`src/rtl/trap_pkg.sv`:
```
package trap_pkg;
  typedef enum logic {
    DIR_ABOVE = 1'b0,
    DIR_BELOW = 1'b1
  } trig_dir_e;

  typedef enum logic {
    SRC_RAW = 1'b0,
    SRC_FIR = 1'b1
  } trig_src_e;
endpackage

```
`src/rtl/trap_sum_line.sv`:
```
module trap_sum_line #(
  parameter int DATA_W   = 16,
  parameter int MAX_PEAK = 16,
  parameter int MAX_GAP  = 15,
  parameter int SUM_W    = 22,
  parameter int PW       = 5,
  parameter int GW       = 4
) (
  input  logic                     clk_i,
  input  logic                     rst_ni,
  input  logic signed [DATA_W-1:0] sample_i,
  input  logic [PW-1:0]            peak_i,
  input  logic [GW-1:0]            gap_i,
  output logic signed [DATA_W-1:0] newest_o,
  output logic signed [SUM_W-1:0]  trap_o,
  output logic                     ready_o
);
  localparam int DEPTH = 2 * MAX_PEAK + MAX_GAP;
  localparam int IW    = $clog2(DEPTH + 1);
  localparam logic [IW-1:0] PEAK_LIM = IW'(MAX_PEAK);
  localparam logic [IW-1:0] GAP_LIM  = IW'(MAX_GAP);
  localparam logic signed [SUM_W-1:0] TRAP_LIM = SUM_W'(MAX_PEAK * (2 ** DATA_W));

  logic [PW-1:0] peak_q;
  logic [GW-1:0] gap_q;
  logic [IW-1:0] p_eff, g_eff, span, idx_new, idx_mid, idx_old, fill_q;
  logic          flush;
  logic signed [DATA_W-1:0] tap_q [DEPTH];
  logic signed [SUM_W-1:0]  sum_new_q, sum_old_q;

  // window geometry from the captured configuration, clamped to legal range
  always_comb begin
    p_eff = IW'(peak_q);
    if (p_eff == '0)          p_eff = IW'(1);
    else if (p_eff > PEAK_LIM) p_eff = PEAK_LIM;
    g_eff = IW'(gap_q);
    if (g_eff > GAP_LIM) g_eff = GAP_LIM;
    span    = (p_eff << 1) + g_eff;
    idx_new = p_eff - IW'(1);
    idx_mid = p_eff + g_eff - IW'(1);
    idx_old = span - IW'(1);
  end

  assign flush = (peak_i != peak_q) || (gap_i != gap_q);

  always_ff @(posedge clk_i or negedge rst_ni) begin
    if (!rst_ni) begin
      peak_q <= PW'(1);
      gap_q  <= '0;
    end else begin
      peak_q <= peak_i;
      gap_q  <= gap_i;
    end
  end

  always_ff @(posedge clk_i or negedge rst_ni) begin
    if (!rst_ni) begin
      for (int k = 0; k < DEPTH; k++) tap_q[k] <= '0;
    end else if (flush) begin
      for (int k = 0; k < DEPTH; k++) tap_q[k] <= '0;
    end else begin
      tap_q[0] <= sample_i;
      for (int k = 1; k < DEPTH; k++) tap_q[k] <= tap_q[k-1];
    end
  end

  // incremental window sums: add entering sample, drop leaving one
  always_ff @(posedge clk_i or negedge rst_ni) begin
    if (!rst_ni) begin
      sum_new_q <= '0;
      sum_old_q <= '0;
    end else if (flush) begin
      sum_new_q <= '0;
      sum_old_q <= '0;
    end else begin
      sum_new_q <= sum_new_q + SUM_W'(sample_i) - SUM_W'(tap_q[idx_new]);
      sum_old_q <= sum_old_q + SUM_W'(tap_q[idx_mid]) - SUM_W'(tap_q[idx_old]);
    end
  end

  always_ff @(posedge clk_i or negedge rst_ni) begin
    if (!rst_ni)             fill_q <= '0;
    else if (flush)          fill_q <= '0;
    else if (fill_q != '1)   fill_q <= fill_q + IW'(1);
  end

  assign newest_o = tap_q[0];
  assign trap_o   = sum_new_q - sum_old_q;
  assign ready_o  = (fill_q >= span);

  assert_flush_hold_R8: assert property (@(posedge clk_i) disable iff (!rst_ni)
    flush |=> !ready_o);

  assert_no_overflow_R9: assert property (@(posedge clk_i) disable iff (!rst_ni)
    (trap_o <= TRAP_LIM) && (trap_o >= -TRAP_LIM));
endmodule

```
`src/rtl/trap_eval.sv`:
```
module trap_eval
  import trap_pkg::*;
#(
  parameter int DATA_W = 16,
  parameter int SUM_W  = 22
) (
  input  logic                     clk_i,
  input  logic                     rst_ni,
  input  logic                     fir_mode_i,
  input  logic                     below_i,
  input  logic [2*DATA_W-1:0]      thresh_i,
  input  logic signed [DATA_W-1:0] raw_i,
  input  logic signed [SUM_W-1:0]  trap_i,
  input  logic                     ready_i,
  output logic                     on_hit_o,
  output logic                     off_hit_o,
  output logic                     ok_o
);
  logic signed [SUM_W-1:0] val_q, on_lvl, off_lvl;
  logic ok_b_q;

  assign on_lvl  = SUM_W'($signed(thresh_i[DATA_W-1:0]));
  assign off_lvl = SUM_W'($signed(thresh_i[2*DATA_W-1:DATA_W]));

  always_ff @(posedge clk_i or negedge rst_ni) begin
    if (!rst_ni) begin
      val_q  <= '0;
      ok_b_q <= 1'b0;
    end else begin
      val_q  <= (trig_src_e'(fir_mode_i) == SRC_FIR) ? trap_i : SUM_W'(raw_i);
      ok_b_q <= ready_i;
    end
  end

  always_ff @(posedge clk_i or negedge rst_ni) begin
    if (!rst_ni) begin
      on_hit_o  <= 1'b0;
      off_hit_o <= 1'b0;
      ok_o      <= 1'b0;
    end else begin
      ok_o <= ok_b_q;
      if (trig_dir_e'(below_i) == DIR_BELOW) begin
        on_hit_o  <= val_q < on_lvl;
        off_hit_o <= val_q > off_lvl;
      end else begin
        on_hit_o  <= val_q > on_lvl;
        off_hit_o <= val_q < off_lvl;
      end
    end
  end

  assert_ready_lag_R8: assert property (@(posedge clk_i) disable iff (!rst_ni)
    ok_o |-> $past(ready_i, 2));
endmodule

```
`src/rtl/trap_hyst.sv`:
```
module trap_hyst (
  input  logic clk_i,
  input  logic rst_ni,
  input  logic enable_i,
  input  logic on_hit_i,
  input  logic off_hit_i,
  input  logic ok_i,
  output logic trig_o,
  output logic gate_o
);
  logic armed_q, trig_q;

  always_ff @(posedge clk_i or negedge rst_ni) begin
    if (!rst_ni) begin
      armed_q <= 1'b0;
      trig_q  <= 1'b0;
    end else if (!enable_i || !ok_i) begin
      armed_q <= 1'b0;
      trig_q  <= 1'b0;
    end else if (!armed_q && on_hit_i) begin
      armed_q <= 1'b1;
      trig_q  <= 1'b1;
    end else begin
      trig_q <= 1'b0;
      if (armed_q && off_hit_i) armed_q <= 1'b0;
    end
  end

  assign trig_o = trig_q;
  assign gate_o = armed_q;

  assert_single_pulse_R5: assert property (@(posedge clk_i) disable iff (!rst_ni)
    trig_q |=> !trig_q);

  assert_pulse_in_gate_R5: assert property (@(posedge clk_i) disable iff (!rst_ni)
    trig_q |-> armed_q);

  assert_enable_gates_R6: assert property (@(posedge clk_i) disable iff (!rst_ni)
    !enable_i |=> (!trig_q && !armed_q));
endmodule

```
`src/rtl/trap_trigger.sv`:
```
module trap_trigger #(
  parameter int DATA_W   = 16,
  parameter int MAX_PEAK = 16,
  parameter int MAX_GAP  = 15
) (
  input  logic                              clk_i,
  input  logic                              rst_ni,
  input  logic [DATA_W-1:0]                 sample_i,
  input  logic                              cfg_enable_i,
  input  logic                              cfg_fir_mode_i,
  input  logic                              cfg_below_i,
  input  logic [$clog2(MAX_PEAK+1)-1:0]     cfg_peak_i,
  input  logic [$clog2(MAX_GAP+1)-1:0]      cfg_gap_i,
  input  logic [2*DATA_W-1:0]               cfg_thresh_i,
  output logic                              trig_o,
  output logic                              gate_o,
  output logic [DATA_W-1:0]                 data_o
);
  localparam int PW       = $clog2(MAX_PEAK + 1);
  localparam int GW       = $clog2(MAX_GAP + 1);
  localparam int SUM_W    = DATA_W + $clog2(MAX_PEAK) + 2;
  localparam int DATA_DLY = 4;  // fixed by the sum/select/compare/state pipeline

  logic signed [DATA_W-1:0] newest;
  logic signed [SUM_W-1:0]  trap;
  logic ready, on_hit, off_hit, ok;
  logic [DATA_W-1:0] dly_q [DATA_DLY];
  logic [2:0] warm_q;

  trap_sum_line #(
    .DATA_W(DATA_W), .MAX_PEAK(MAX_PEAK), .MAX_GAP(MAX_GAP),
    .SUM_W(SUM_W), .PW(PW), .GW(GW)
  ) i_sum_line (
    .clk_i    (clk_i),
    .rst_ni   (rst_ni),
    .sample_i ($signed(sample_i)),
    .peak_i   (cfg_peak_i),
    .gap_i    (cfg_gap_i),
    .newest_o (newest),
    .trap_o   (trap),
    .ready_o  (ready)
  );

  trap_eval #(.DATA_W(DATA_W), .SUM_W(SUM_W)) i_eval (
    .clk_i      (clk_i),
    .rst_ni     (rst_ni),
    .fir_mode_i (cfg_fir_mode_i),
    .below_i    (cfg_below_i),
    .thresh_i   (cfg_thresh_i),
    .raw_i      (newest),
    .trap_i     (trap),
    .ready_i    (ready),
    .on_hit_o   (on_hit),
    .off_hit_o  (off_hit),
    .ok_o       (ok)
  );

  trap_hyst i_hyst (
    .clk_i     (clk_i),
    .rst_ni    (rst_ni),
    .enable_i  (cfg_enable_i),
    .on_hit_i  (on_hit),
    .off_hit_i (off_hit),
    .ok_i      (ok),
    .trig_o    (trig_o),
    .gate_o    (gate_o)
  );

  always_ff @(posedge clk_i or negedge rst_ni) begin
    if (!rst_ni) begin
      for (int k = 0; k < DATA_DLY; k++) dly_q[k] <= '0;
    end else begin
      dly_q[0] <= sample_i;
      for (int k = 1; k < DATA_DLY; k++) dly_q[k] <= dly_q[k-1];
    end
  end

  assign data_o = dly_q[DATA_DLY-1];

  always_ff @(posedge clk_i or negedge rst_ni) begin
    if (!rst_ni)             warm_q <= '0;
    else if (warm_q != 3'd4) warm_q <= warm_q + 3'd1;
  end

  assert_data_delay_R7: assert property (@(posedge clk_i) disable iff (!rst_ni)
    (warm_q == 3'd4) |-> (data_o == $past(sample_i, 4)));
endmodule

```
`config.mk`:
```
export PLATFORM = sky130hd
export DESIGN_NAME = trap_trigger
export DESIGN_NICKNAME = d
export VERILOG_FILES = /design/src/rtl/trap_pkg.sv /design/src/rtl/trap_sum_line.sv /design/src/rtl/trap_eval.sv /design/src/rtl/trap_hyst.sv /design/src/rtl/trap_trigger.sv
export SDC_FILE = /design/constraint.sdc
export NUM_CORES = 2
export LEC_CHECK = 0
export BUFFER_PORTS_ARGS = -buffer_cell sky130_fd_sc_hd__buf_2
export CAP_MARGIN = 5
export CORE_ASPECT_RATIO = 0.5
export CORE_UTILIZATION = 40
export CTS_BUF_LIST = sky130_fd_sc_hd__clkbuf_8 sky130_fd_sc_hd__clkbuf_16
export CTS_CLUSTER_SIZE = 28
export DETAILED_ROUTE_END_ITERATION = 10
export GPL_TIMING_DRIVEN = 0
export PLACE_DENSITY = 0.64
export SETUP_SLACK_MARGIN = 0.05
export SYNTH_ARGS = -nofsm -noshare
export SYNTH_HDL_FRONTEND = slang
export SYNTH_SLANG_ARGS = --single-unit
```
`constraint.sdc`:
```
create_clock -name clk_i -period 11.15 [get_ports clk_i]
set_input_delay 2.23 -clock clk_i [delete_from_list [all_inputs] [get_ports clk_i]]
set_output_delay 2.23 -clock clk_i [all_outputs]
set_load 0.02 [all_outputs]
```
Yosys cells after proc, flatten, opt, wreduce, memory -nomap -nowiden
Index checks and enable logic that the tools add are counted.
{ "word_totals": {"reg_bits": 903, "latchBits": 0, "ramBits": 0, "romBits": 0, "inputBits": 62, "out_inout_bits": 18, "elab_cells": 123, "mem_count": 0} }
{ "op_classes": {"n_addsub": 11, "mul": 0, "n_div": 0, "order_cmp": 9, "eq_ne": 3, "shift": 0, "mux": 24, "bitwise": 3, "reduce_logical": 10} }
{ "op_table": {"columns": ["operator", "n"], "rows": [
  ["two-way mux 752 bit", 1],
  ["binary-select mux 16 bit (select 6 bit)", 3],
  ["two-way mux 16 bit", 6],
  ["two-way mux 22 bit", 3],
  ["adder 22 x 16 -> 22 bit", 2],
  ["greater-than comparator 22 x 16 -> 1 bit", 2],
  ["< comparator 22 x 16 -> 1 bit", 2],
  ["subtractor 22 x 16 -> 22 bit", 2],
  ["subtractor 22 bit", 1],
  [">= comparator 7 bit, second input constant", 3],
  ["NOT 6 -> 7 bit", 3],
  ["subtractor 6 x 1 -> 6 bit, second input constant", 3],
  ["adder 6 x 4 -> 6 bit", 2],
  ["two-way mux 6 bit", 2],
  ["two-way mux 5 bit", 2],
  ["two-way mux 1 bit", 7],
  ["adder 6 x 1 -> 6 bit, second input constant", 1],
  [">= comparator 6 bit", 1],
  ["!= test 6 bit, second input constant", 1],
  ["greater-than comparator 5 bit, second input constant", 1],
  ["logical NOT 5 bit", 1],
  ["!= test 5 bit", 1],
  ["!= test 4 bit", 1],
  ["logical NOT 1 bit", 3],
  ["other kinds (4)", 6]
]} }

Longest topological paths before layout
{ "logic_depth": {"depth_word": 12, "mapped_depth": 30, "depth_no_buf": 26} }

Modules after synthesis
A second synthesis with hierarchy kept.
{ "hier_totals": {"cells_unflattened": 3540, "hier_area_um2": 49952.9} }
{ "modules_own_cells": {"columns": ["mod", "n_inst", "cells_per_inst", "area_each_um2", "seq_area_each_um2"], "rows": [
  ["trap_sum_line", 1, 3246, 46158.0, 20295.7],
  ["trap_eval", 1, 208, 2000.7, 650.6],
  ["trap_trigger", 1, 80, 1721.7, 1601.5],
  ["trap_hyst", 1, 6, 72.6, 50.0]
]} }

Worst setup path before layout
OpenSTA, ideal clock, no wires.
{ "synth_timing": {"path_type": "register -> register", "start": "register i_sum_line.gap_q[0]", "end": "register i_sum_line.sum_old_q[21]", "t_arrival_ns": 6.095, "required_ns": 11.018, "path_slack_ns": 4.923, "stages_incl_launch_ff": 27, "synth_period_minus_slack_ns": 6.227, "path_cell_list": "dfrtp_1 -> buf_2 -> buf_6 -> inv_2 -> buf_2 -> clkbuf_1 -> ha_1 -> inv_1 -> ha_1 -> inv_1 -> fa_1 -> buf_2 -> clkbuf_1 -> clkbuf_1 -> mux4_2 -> mux2i_1 -> o22ai_1 -> fa_1 -> ha_1 -> nand3_1 -> nor2_1 -> a221o_1 -> a211o_1 -> a21oi_1 -> o21ai_0 -> xnor2_1 -> nor2_1"} }
{ "synth_between": {"elab_chain_cells": 9, "elab_cells_between_ends": 17} }
{ "synth_lines": {"columns": ["element", "line_no", "text"], "rows": [
  ["start, declared", "trap_sum_line.sv:25", "logic [GW-1:0] gap_q;"],
  ["start signal, assigned", "trap_sum_line.sv:52", "gap_q <= gap_i;"],
  ["adder 6 x 4 -> 6 bit", "trap_sum_line.sv:40", "idx_mid = p_eff + g_eff - IW'(1);"],
  ["subtractor 6 x 1 -> 6 bit", "trap_sum_line.sv:40", null],
  ["NOT 6 -> 7 bit (not written as such)", "trap_sum_line.sv:77", "sum_old_q <= sum_old_q + SUM_W'(tap_q[idx_mid]) - SUM_W'(tap_q[idx_old]);"],
  ["binary-select mux 16 bit (select 6 bit)", "trap_sum_line.sv:77", null],
  ["two-way mux 16 bit (not written as such) (2 in a row)", "trap_sum_line.sv:77", null],
  ["adder 22 x 16 -> 22 bit", "trap_sum_line.sv:77", null],
  ["subtractor 22 x 16 -> 22 bit", "trap_sum_line.sv:77", null],
  ["two-way mux 22 bit *", "trap_sum_line.sv:72", "end else if (flush) begin"],
  ["end signal, assigned", "trap_sum_line.sv:77", null],
  ["end, declared", "trap_sum_line.sv:29", "logic signed [SUM_W-1:0] sum_new_q, sum_old_q;"]
]} }
Mark *: on every way between the ends. The rest lies on a longest branch, timed or not. The select of a mux whose other input is x is not followed.
A chain may end at the register's enable or synchronous reset.

Worst setup path in the final report
{ "layout_timing": {"start": "register i_sum_line.gap_q[0]", "end": "register i_sum_line.sum_old_q[18]"} }
Same word-level chain as after synthesis.

==> flow_summary_export.csv <==
group,metric,value,unit
hold_path,hold_depth,0,
timing,fin_skew,35.4,ps
cells_and_area,layout_common_cells,"dfrtp_1 (902), and2_1 (759), mux4_2 (501)",
cells_and_area,fillers,11084,
synth,syn_area_per_cell,13.3,um^2
placed_design,io_buffers,78,
grt,grt_usage,31.1,%
timing,setup_violations,0,
placed_design,place_congestion,1.02,
drt,routedWlPerCell,34.2,um
clock_network,clk_latency,710,ps
clock_network,cts_root_buffer,"clkbuf_16",
floorplanning,die-area,126000,um^2
drt,vias,35624,
clock_network,post_cts_buffers,0,
clock_network,clk_pin_slew,70,ps
worst_setup_path,reg2reg_slack,830,ps
power,p_leak,0.0251,uW
cells_and_area,nNetsFinal,4147,
clock_network,tritoncts,"done",
cells_and_area,fin_util,45.0,%
status,status,"finished, violations left",
drt,ant_nets,0,
worst_setup_path,reg2reg_depth,27,
drt,first_pass_iters,9,
timing,period_share,92.5,%
worst_setup_path,path_class,"flip-flop to flip-flop",
timing,final_hold_viol_count,0,
power,cellPowerDensity,141,nW/um^2
timing,post-route-min-period,10320,ps
placed_design,dp_hpwl,146000,um
worst_setup_path,path_max_fanout,11,
clock_network,numCtsBuffers,88,
worst_setup_path,arrival,10850,ps
synth,synthArstFlopShare,100,%
floorplanning,row_count,91,
drt,avgViaCountPerCell,6.28,
timing,drv_slew,2,
floorplanning,design.portCount,80,
grt,busiest_layer,"met1",
synth,yosysSeqAreaShare,45.4,%
worst_setup_path,r2r-end,"i_sum_line.sum_old_q[18]",
hold_path,hold_class,"flip-flop to flip-flop",
cells_and_area,multi_input_area,25300,um^2
synth,synth_nets,3966,
clock_network,postCtsHoldBufs,0,
timing,rsz0062_at_grt,"false",
hold_path,hold_end,"dly_q[40]",
synth,ys.flop_type,"dfrtp_1",
floorplanning,die_width,501,um
clock_network,clock-sinks,903,
power,irDropWorstVdd,0.121,mV
grt,grt_pass1_wl,273000,um
worst_setup_path,cp.required,11680,ps
synth,netlist_area,49700,um^2
clock_network,clk_path_buf_depth,3,
timing,setup-tns-final,0,ps
grt,grt_pass1_vias,34987,
drt,totalWireLength,194000,um
synth,synth_seq_cells,903,
cells_and_area,final_common_cell,"dfrtp_1",
timing,tightest_slew,1500,ps
floorplanning,start_util,40.3,%
grt,antenna_found_initial,17,
grt,gr-usage-met1,42.8,%
synth,ys_top_cells_by_area,"dfrtp_1 (45%), mux4_2 (23%), and2_1 (9.5%), ha_1 (3.3%), fa_1 (1.8%)",
status,violations,"design-rule violations, max-capacitance violations, max-slew violations",
synth,ys_warn_count,0,
synth,postSynthCellCount,3728,
drt,route.detailed.drc,2,
hold_path,holdCritStartpoint,"dly_q[56]",
grt,use_met2,42.0,%
synth,synth_cell_types,77,
clock_network,cts_resized,0,
synth,synth_top_area_cell,"dfrtp_1",
timing,holdWs,344,ps
timing,slew_headroom,-2.59,%
grt,met3_usage,15.1,%
synth,synth_top_area_share,45.4,%
drt,first_iter_violations,4847,
worst_setup_path,end_kind,"flip-flop",
grt,overflow,0,
cells_and_area,area_growth,11.6,%
floorplanning,coreArea,123000,um^2
power,finalPower,7830,uW
grt,grt_max_degree,124,
floorplanning,die_h,251,um
clock_network,htree_num_levels,3,
worst_setup_path,worstReg2RegStart,"i_sum_line.gap_q[0]",
cells_and_area,regArea,22600,um^2
synth,synth_edf_count,0,
cells_and_area,drive_above_1_share,23.7,%
job,cap_violations,1,
timing,max_freq,96.9,MHz
worst_setup_path,startpoint_type,"flip-flop",
-- synth_stat cells, drive strengths merged (38+ instances only) --
cell / instances
a21o: 44
a21oi: 113
a22oi: 58
and2: 759
buf: 134
clkbuf: 140
dfrtp: 902
fa: 45
ha: 131
inv: 125
mux2: 62
mux2i: 87
mux4: 501
nand2: 62
nand3: 38
nor2: 128
o21ai: 67
o22ai: 42
xnor2: 44
-- where the power goes --
part | total [uW] | switching, uW | internal, uW
clock | 3130 | 1430 | 1700
combinational | 1400 | 947 | 456
sequential | 3300 | 7.00 | 3290
total | 7830 | 2390 | 5450
-- cells by family (layout without fill, tap and decap cells) --
family | after synthesis | after routing | share of synthesized area (%)
other cells | 0 | 10 | 0
flops | 903 | 903 | 45.4
mux | 650 | 650 | 25.8
compound gates | 447 | 447 | 5.96
fa+ha+maj | 176 | 176 | 5.11
buf+inv | 399 | 656 | 3.59
xor+xnor | 80 | 80 | 1.58
simple gates | 1073 | 1073 | 12.5
-- stage by stage --
stage / instances / setup WS [ps] / cell area [um^2]
3_5_place_dp: 5492 / 1310 / 52500
4_1_cts: 5658 / 1250 / 55500
3_3_place_gp: 5480 / -11400 / 52200
5_1_grt: 5659 / 795 / 55500
6_report: 5669 / 832 / 55500
2_1_floorplan: 3728 / 4920 / 49700
-- flip-flops by register name (all words and copies together) (netlist names), 4 cells and up --
register	flops
i_sum_line.tap_q	736
dly_q	48
i_eval.val_q	22
i_sum_line.sum_new_q	22
i_sum_line.sum_old_q	22
data_o	16
i_sum_line.newest_o	16
i_sum_line.fill_q	6
i_sum_line.peak_q	5
i_sum_line.gap_q	4
-- per-layer routing --
layer / vias up / share of wire (%)
met1: 18858 / 41
li1: 13982 / -
met3: 350 / 15
met2: 2428 / 41
met4: 6 / 3.9
met5: - / 0.076
-- critical path: stages, from the launching register on --
cell and delay, ps:
dfrtp_1 360, buf_2 360, buf_6 310, inv_2 190
buf_2 290, clkbuf_1 520, ha_1 410, inv_1 60
ha_1 150, inv_1 60, fa_1 960, buf_2 480
clkbuf_1 900, clkbuf_1 770, a211oi_1 100, a2111oi_0 1210
a21oi_1 310, fa_1 610, inv_1 40, ha_1 330
a21oi_1 210, o21ai_0 130, or2_2 310, o21ai_0 400
o32ai_1 170, o22ai_1 160, xor2_1 200, nor2_1 60
-- layout make-up --
cell class | instances | area share, %
inverter | 125 | 0.850
clock inverter | 65 | 1.04
timing repair buffer | 91 | 1.23
sequential | 903 | 40.7
buffer | 274 | 2.37
multi-input combinational | 2426 | 45.7
clock buffer | 101 | 4.31
antenna | 10 | 0.0451
tap | 1674 | 3.77
-- worst max path at each step --
stage / startpoint / end / slack, ps / depth (start not counted)
after floorplan: i_sum_line.gap_q[0] / i_sum_line.sum_old_q[21] / 4920 / 26
after global placement: rst_ni / i_sum_line.tap_q[421] / -11400 / 1
after detailed placement: i_sum_line.gap_q[0] / i_sum_line.sum_old_q[20] / 1310 / 27
after CTS: i_sum_line.gap_q[0] / i_sum_line.sum_old_q[20] / 1250 / 27
after global routing: i_sum_line.gap_q[0] / i_sum_line.sum_old_q[20] / 790 / 27
final: i_sum_line.gap_q[0] / i_sum_line.sum_old_q[18] / 830 / 27
No activity file was read; power rests on OpenSTA's default activity.
